## config.mk

```make
export PLATFORM = sky130hd
export DESIGN_NAME = rtc_bus_monitor
export DESIGN_NICKNAME = d
export VERILOG_FILES = /design/src/rtl/rtc_mon_pkg.sv /design/src/rtl/rtc_mon_seq.sv /design/src/rtl/rtc_mon_regbank.sv /design/src/rtl/rtc_mon_report.sv /design/src/rtl/rtc_bus_monitor.sv
export SDC_FILE = /design/constraint.sdc
export NUM_CORES = 1
export LEC_CHECK = 0
export BUFFER_PORTS_ARGS = -buffer_cell sky130_fd_sc_hd__clkbuf_2
export CORE_MARGIN = 1.5
export CORE_UTILIZATION = 40
export CTS_CLUSTER_DIAMETER = 100
export DETAILED_ROUTE_END_ITERATION = 10
export PLACE_DENSITY_LB_ADDON = 0.3
export SLEW_MARGIN = 30
export SYNTH_ARGS = -nofsm -noshare
export SYNTH_HDL_FRONTEND = slang
export SYNTH_SLANG_ARGS = --single-unit
```

## constraint.sdc

```tcl
create_clock -name clk -period 2.7 [get_ports clk]
set_input_delay 0.135 -clock clk [delete_from_list [all_inputs] [get_ports clk]]
set_output_delay 0.135 -clock clk [all_outputs]
set_load 0.05 [all_outputs]
```

## src/rtl/rtc_mon_pkg.sv

```systemverilog
package rtc_mon_pkg;

  typedef enum logic [2:0] {
    EV_START   = 3'd0,
    EV_RSTART  = 3'd1,
    EV_ADDR_WR = 3'd2,
    EV_ADDR_RD = 3'd3,
    EV_DATA_WR = 3'd4,
    EV_DATA_RD = 3'd5,
    EV_STOP    = 3'd6,
    EV_RSVD    = 3'd7
  } ev_kind_t;

  typedef enum logic [2:0] {
    ST_IDLE    = 3'd0,
    ST_SLAVE   = 3'd1,
    ST_REGADDR = 3'd2,
    ST_WRITE   = 3'd3,
    ST_RD_ADDR = 3'd4,
    ST_RD_DATA = 3'd5
  } seq_state_t;

  localparam int REG_CTRL  = 1;
  localparam int REG_SEC   = 2;
  localparam int REG_MIN   = 3;
  localparam int REG_HOUR  = 4;
  localparam int REG_DAY   = 5;
  localparam int REG_WDAY  = 6;
  localparam int REG_MONTH = 7;
  localparam int REG_YEAR  = 8;
  localparam int REG_FIRST = REG_CTRL;
  localparam int REG_LAST  = REG_YEAR;

  // Mask applied when a byte is stored into a tracked register.
  function automatic logic [7:0] field_mask(input int idx);
    case (idx)
      REG_CTRL:           return 8'h1F;
      REG_SEC:            return 8'hFF; // bit 7 kept for the voltage-low flag
      REG_MIN:            return 8'h7F;
      REG_HOUR, REG_DAY:  return 8'h3F;
      REG_WDAY:           return 8'h07;
      REG_MONTH:          return 8'h1F;
      default:            return 8'hFF;
    endcase
  endfunction

  // Two-digit BCD to binary: low digit plus ten times high digit.
  function automatic logic [7:0] bcd_to_bin(input logic [7:0] b);
    logic [7:0] hi;
    hi = {4'b0, b[7:4]};
    return (hi << 3) + (hi << 1) + {4'b0, b[3:0]};
  endfunction

endpackage

```

## src/rtl/rtc_mon_seq.sv

```systemverilog
module rtc_mon_seq
  import rtc_mon_pkg::*;
#(
  parameter int         PTR_W   = 4,
  parameter logic [7:0] WR_ADDR = 8'hA2,
  parameter logic [7:0] RD_ADDR = 8'hA3
) (
  input  logic             clk,
  input  logic             rst_n,
  input  logic             ev_valid,
  input  logic [2:0]       ev_kind,
  input  logic [7:0]       ev_byte,
  output logic             cap_fire,
  output logic [PTR_W-1:0] ptr_q,
  output logic             rpt_fire,
  output logic             rpt_dir_rd,
  output seq_state_t       state_q
);

  ev_kind_t   kind;
  seq_state_t state_d;
  logic       ptr_load;

  assign kind = ev_kind_t'(ev_kind);

  always_comb begin
    state_d    = state_q;
    cap_fire   = 1'b0;
    ptr_load   = 1'b0;
    rpt_fire   = 1'b0;
    rpt_dir_rd = (state_q == ST_RD_DATA);
    if (ev_valid) begin
      case (state_q)
        ST_IDLE:
          state_d = (kind == EV_START) ? ST_SLAVE : ST_IDLE;
        ST_SLAVE:
          state_d = (kind == EV_ADDR_WR && ev_byte == WR_ADDR) ? ST_REGADDR : ST_IDLE;
        ST_REGADDR:
          if (kind == EV_DATA_WR) begin
            state_d  = ST_WRITE;
            ptr_load = 1'b1;
          end else begin
            state_d = ST_IDLE;
          end
        ST_WRITE:
          case (kind)
            EV_DATA_WR: cap_fire = 1'b1;
            EV_RSTART:  state_d  = ST_RD_ADDR;
            EV_STOP: begin
              rpt_fire = 1'b1;
              state_d  = ST_IDLE;
            end
            default:    state_d  = ST_IDLE;
          endcase
        ST_RD_ADDR:
          state_d = (kind == EV_ADDR_RD && ev_byte == RD_ADDR) ? ST_RD_DATA : ST_IDLE;
        ST_RD_DATA:
          case (kind)
            EV_DATA_RD: cap_fire = 1'b1;
            EV_STOP: begin
              rpt_fire = 1'b1;
              state_d  = ST_IDLE;
            end
            default:    state_d  = ST_IDLE;
          endcase
        default:
          state_d = ST_IDLE;
      endcase
    end
  end

  always_ff @(posedge clk) begin
    if (!rst_n) begin
      state_q <= ST_IDLE;
      ptr_q   <= '0;
    end else begin
      state_q <= state_d;
      if (ptr_load)
        ptr_q <= ev_byte[PTR_W-1:0];
      else if (cap_fire)
        ptr_q <= ptr_q + 1'b1;
    end
  end

endmodule

```

## src/rtl/rtc_mon_regbank.sv

```systemverilog
module rtc_mon_regbank
  import rtc_mon_pkg::*;
#(
  parameter int PTR_W = 4
) (
  input  logic                        clk,
  input  logic                        rst_n,
  input  logic                        wr_en,
  input  logic [PTR_W-1:0]            wr_idx,
  input  logic [7:0]                  wr_byte,
  output logic [REG_LAST:REG_FIRST][7:0] bank
);

  for (genvar g = REG_FIRST; g <= REG_LAST; g++) begin : g_reg
    localparam logic [7:0] MASK = field_mask(g);
    always_ff @(posedge clk) begin
      if (!rst_n)
        bank[g] <= '0;
      else if (wr_en && (32'(wr_idx) == g))
        bank[g] <= wr_byte & MASK;
    end
  end

endmodule

```

## src/rtl/rtc_mon_report.sv

```systemverilog
module rtc_mon_report
  import rtc_mon_pkg::*;
(
  input  logic                           clk,
  input  logic                           rst_n,
  input  logic                           fire,
  input  logic                           dir_rd,
  input  logic [REG_LAST:REG_FIRST][7:0] bank,
  output logic                           rpt_valid,
  output logic                           rpt_is_read,
  output logic                           rpt_vlow,
  output logic [4:0]                     rpt_ctrl,
  output logic [7:0]                     rpt_sec,
  output logic [7:0]                     rpt_min,
  output logic [7:0]                     rpt_hour,
  output logic [7:0]                     rpt_day,
  output logic [7:0]                     rpt_wday,
  output logic [7:0]                     rpt_month,
  output logic [7:0]                     rpt_year
);

  always_ff @(posedge clk) begin
    if (!rst_n) begin
      rpt_valid   <= 1'b0;
      rpt_is_read <= 1'b0;
      rpt_vlow    <= 1'b0;
      rpt_ctrl    <= '0;
      rpt_sec     <= '0;
      rpt_min     <= '0;
      rpt_hour    <= '0;
      rpt_day     <= '0;
      rpt_wday    <= '0;
      rpt_month   <= '0;
      rpt_year    <= '0;
    end else begin
      rpt_valid <= fire;
      if (fire) begin
        rpt_is_read <= dir_rd;
        rpt_vlow    <= bank[REG_SEC][7];
        rpt_ctrl    <= bank[REG_CTRL][4:0];
        rpt_sec     <= bcd_to_bin(bank[REG_SEC] & 8'h7F);
        rpt_min     <= bcd_to_bin(bank[REG_MIN]);
        rpt_hour    <= bcd_to_bin(bank[REG_HOUR]);
        rpt_day     <= bcd_to_bin(bank[REG_DAY]);
        rpt_wday    <= bcd_to_bin(bank[REG_WDAY]);
        rpt_month   <= bcd_to_bin(bank[REG_MONTH]);
        rpt_year    <= bcd_to_bin(bank[REG_YEAR]);
      end
    end
  end

endmodule

```

## src/rtl/rtc_bus_monitor.sv

```systemverilog
module rtc_bus_monitor
  import rtc_mon_pkg::*;
#(
  parameter int         PTR_W   = 4,
  parameter logic [7:0] WR_ADDR = 8'hA2,
  parameter logic [7:0] RD_ADDR = 8'hA3
) (
  input  logic       clk,
  input  logic       rst_n,
  input  logic       ev_valid,
  input  logic [2:0] ev_kind,
  input  logic [7:0] ev_byte,
  output logic       rpt_valid,
  output logic       rpt_is_read,
  output logic       rpt_vlow,
  output logic [4:0] rpt_ctrl,
  output logic [7:0] rpt_sec,
  output logic [7:0] rpt_min,
  output logic [7:0] rpt_hour,
  output logic [7:0] rpt_day,
  output logic [7:0] rpt_wday,
  output logic [7:0] rpt_month,
  output logic [7:0] rpt_year
);

  // Named internal events, also observed by the bound checker.
  logic                           cap_fire;
  logic [PTR_W-1:0]               ptr_q;
  logic                           rpt_fire;
  logic                           rpt_dir_rd;
  seq_state_t                     seq_state;
  logic [REG_LAST:REG_FIRST][7:0] bank;

  rtc_mon_seq #(.PTR_W(PTR_W), .WR_ADDR(WR_ADDR), .RD_ADDR(RD_ADDR)) u_seq (
    .clk        (clk),
    .rst_n      (rst_n),
    .ev_valid   (ev_valid),
    .ev_kind    (ev_kind),
    .ev_byte    (ev_byte),
    .cap_fire   (cap_fire),
    .ptr_q      (ptr_q),
    .rpt_fire   (rpt_fire),
    .rpt_dir_rd (rpt_dir_rd),
    .state_q    (seq_state)
  );

  rtc_mon_regbank #(.PTR_W(PTR_W)) u_bank (
    .clk     (clk),
    .rst_n   (rst_n),
    .wr_en   (cap_fire),
    .wr_idx  (ptr_q),
    .wr_byte (ev_byte),
    .bank    (bank)
  );

  rtc_mon_report u_rpt (
    .clk         (clk),
    .rst_n       (rst_n),
    .fire        (rpt_fire),
    .dir_rd      (rpt_dir_rd),
    .bank        (bank),
    .rpt_valid   (rpt_valid),
    .rpt_is_read (rpt_is_read),
    .rpt_vlow    (rpt_vlow),
    .rpt_ctrl    (rpt_ctrl),
    .rpt_sec     (rpt_sec),
    .rpt_min     (rpt_min),
    .rpt_hour    (rpt_hour),
    .rpt_day     (rpt_day),
    .rpt_wday    (rpt_wday),
    .rpt_month   (rpt_month),
    .rpt_year    (rpt_year)
  );

endmodule

```

==> summary.md <==
| Metric | Value |
|---|---|
| Status | finished clean |
| Net Sw Frac | 23.4% |
| Crit-path max FO | 12 |
| CTS Buf Count | 9 |
| Final WS setup | 0.402 ns |
| Post-Route WL | 11500 um |
| Number of synthesized flops with an enable pin | 0 |
| Final setup vio count | 0 |
| 1st-pass router iterations | 4 |
| Antenna Nets Post-Route | 0 |
| Crit path max-delay family | compound AO/OA/AOI/OAI gates |
| Die area | 13600 um2 |
| Worst hold path class | in2reg |
| RSZ-0062 raised after global routing | false |
| # nets final | 649 |
| Total global-route track usage | 17.5% |
| Clock sinks | 107 |
| Count of input and output buffers | 65 |
| Largest net degree at the start of global routing | 58 |
| Synth-to-Final Area Change | 13.8% |
| Power Dens Cells | 523 nW/um2 |
| Warnings, synthesis | 0 |
| Critical path required time | 2.93 ns |
| CTS tree | yes |
| Drt drc | 0 |
| Fin util | 46.5% |
| Cells after synthesis | 548 |
| Max-Cap Viols | 0 |
| Relative slew slack | 53.8% |
| Initial antenna violation count | 0 |
| Max incr delay on CP | 0.73 ns |
| Period utilisation layout | 85.1% |
| Global-route wire length before repair | 18400 um |
| Die Height | 117 um |
| Mean Syn Cell Area | 9.41 um2 |
| Grt ovf | 0 |
| Clk_lat worst skew | 0.35 ns |
| Clk buf depth | 2 |
| CP Class | reg2reg |
| Final instance area | 5870 um2 |
| Flops & latches, synth | 107 |
| Vias | 3910 |
| Row count | 41 |
| CP cell instances | or3b_4 -> a2111oi_4 -> mux2i_1 -> nor2_1 |
| Lkg Pwr | 2.32 nW |
| Routed vias/inst | 5.04 |
| Synth Cell Area | 5160 um2 |
| Post-layout min period | 2.30 ns |
| Hold Startpoint | ev_byte[7] |
| Dpl cell area | 5560 um2 |
| Async S/R FF share, synth | 0% |
| Crit Reg-Reg Endpoint | u_bank.bank[18] |
| Initial DRC Count | 193 |
| Internal power | 2.35 mW |
| Critical path capture point type | flop |
| Dpl cells | 760 |
| Most common flop cell mapped by yosys | dfxtp_1 |
| Min-Delay Endpoint | u_bank.bank[63] |
| Share of the synthesized area in the top cell type | 41.5% |
| Post-synthesis cell type count | 43 |
| CTS Root Cell | clkbuf_16 |
| IO Pins | 78 |
| Hold buffers post-CTS | 0 |
| Sequential share of the synthesized area | 41.5% |
| Setup TNS Final | 0 ns |
| Fin. max-slew vios | 0 |
| Worst-path clk slew | 0.08 ns |
| Avg WL per Cell | 14.8 um |
| Non-filler cells, final | 776 |
| Comb pwr share | 3.8% |
| GP Congestion | 0.836 |
| Fin Clk Skew | 0.00831 ns |
| Hold path depth | 3 |
| Ratio of cells with drive above 1 in the final layout | 17.2% |
| Core footprint | 12600 um2 |
| Final hold vios | 0 |
| Slowest CP cell | a2111oi_4 |
| VDD IR max | 264 uV |
| NetSw | 719 uW |
| Flop-to-flop setup slack | 0.40 ns |
| Achievable Freq | 0.435 GHz |
| Post-CTS setup buffers | 0 |
| Reg2reg path depth | 4 |
| Sequential power share | 51.4% |
| Diode count | 0 |
| Number of gates resized after CTS | 0 |
| Synth top area cells | dfxtp_1, mux2i_1, ha_1, nand2_1, nor2_1 |
| Worst Setup SP | u_seq.state_q[1] |
| Worst r2r src | u_seq.state_q[1] |
| Leading area contributor after synthesis | dfxtp_1 |
| Clk pwr share | 44.8% |
| Number of buffers and inverters on the critical path | 0 |
| # H-tree levels | 3 |
| Critical Path AT | 2.53 ns |
| Post-detail-place hpwl | 8110 um |
| Pre-CTS WS | 0.436 ns |
| Initial Utilization | 40.9% |
| Worst-margin pin slew | 0.691 ns |
| Die span in x | 117 um |
| Vias in the first global route | 3618 |
| Crit start category | flop |
## registers in the layout, indices dropped and copies added (netlist names), 4 cells and up
signal / count
u_rpt.rpt_month: 5
u_rpt.rpt_min: 8
u_seq.ptr_q: 4
u_rpt.rpt_day: 6
u_rpt.rpt_hour: 6
u_rpt.rpt_ctrl: 5
u_rpt.rpt_sec: 8
u_rpt.rpt_year: 8
u_bank.bank: 48
## Yosys cell counts, drive strengths merged, types with 2 or more instances
| cell | count |
|---|---|
| dfxtp | 107 |
| nand2 | 73 |
| nor2 | 61 |
| mux2i | 48 |
| a21oi | 40 |
| ha | 30 |
| buf | 26 |
| nand3 | 22 |
| clkbuf | 20 |
| a211oi | 15 |
| xnor2 | 15 |
| o21ai | 13 |
| inv | 10 |
| a2111oi | 7 |
| a21o | 7 |
| nand4 | 7 |
| fa | 6 |
| xor2 | 5 |
| nand2b | 4 |
| a31o | 3 |
| nand3b | 3 |
| nor4bb | 3 |
| or3 | 3 |
| a311oi | 2 |
| a31oi | 2 |
| and4b | 2 |
| or4 | 2 |
## cell type report
class | instances | area [um2]
clock buffers | 10 | 239
clock inverters | 6 | 72.6
fillers | 1203 | 6750
inverters | 10 | 37.5
multi-input cells | 396 | 2750
flip-flops and latches | 107 | 2140
well taps | 172 | 215
repair buffers | 75 | 413
## worst reg2reg max path: stages, from the launching register on
cell	delay, ns
dfxtp_1	0.55
or3b_4	0.56
a2111oi_4	0.74
mux2i_1	0.28
nor2_1	0.06
## power by group through the flow
stage / logic, mW / registers, mW / clock network [mW]
6_report: 0.117 / 1.58 / 1.37
4_1_cts: 0.119 / 1.58 / 1.40
3_3_place_gp: 0.117 / 1.61 / 0
3_5_place_dp: 0.118 / 1.61 / 0
5_1_grt: 0.126 / 1.58 / 1.46
2_1_floorplan: 0.0964 / 1.61 / 0
## worst max-delay path by stage
stage	depth (start not counted)	to	slack (ns)
floorplan	6	u_bank.bank[61]	0.65
detailed placement	4	u_bank.bank[18]	0.44
global route	4	u_bank.bank[18]	0.26
finish	4	u_bank.bank[18]	0.40
global placement	4	u_bank.bank[22]	0.50
CTS	4	u_bank.bank[18]	0.41
## layer usage
layer	track usage, %	share of wire [%]
met5	0	0
met2	27.9	46
met1	24.2	49
met3	2.54	3.0
met4	6.75	1.7
## placed cells by master, fill, tap and decap left out, drive strengths merged, types with 2 or more instances in the layout
cell	count
dfxtp	107
clkbuf	75
nand2	73
nor2	61
mux2i	48
a21oi	40
ha	30
nand3	22
xnor2	15
a211oi	15
o21ai	13
conb	12
inv	12
buf	10
a2111oi	7
a21o	7
nand4	7
fa	6
xor2	5
nand2b	4
nand3b	3
nor4bb	3
a31o	3
or3	3
and4b	2
a311oi	2
or4	2
a31oi	2
clkinv	2
## metrics by stage
step                hold WS, ns  power [mW]
floorplan                 0.279        1.71
finish                    0.129        3.07
global placement          0.444        1.73
CTS                       0.125        3.10
detailed placement        0.448        1.73
global route              0.155        3.17
## cell families after synthesis
group / synth area share, %
simple gates: 16.6
xor+xnor: 3.40
fa+ha+maj: 9.61
buf+inv: 5.92
other cells: 0.0727
mux: 9.32
compound gates: 13.6
flops: 41.5
Power figures use the tool's default switching activity.
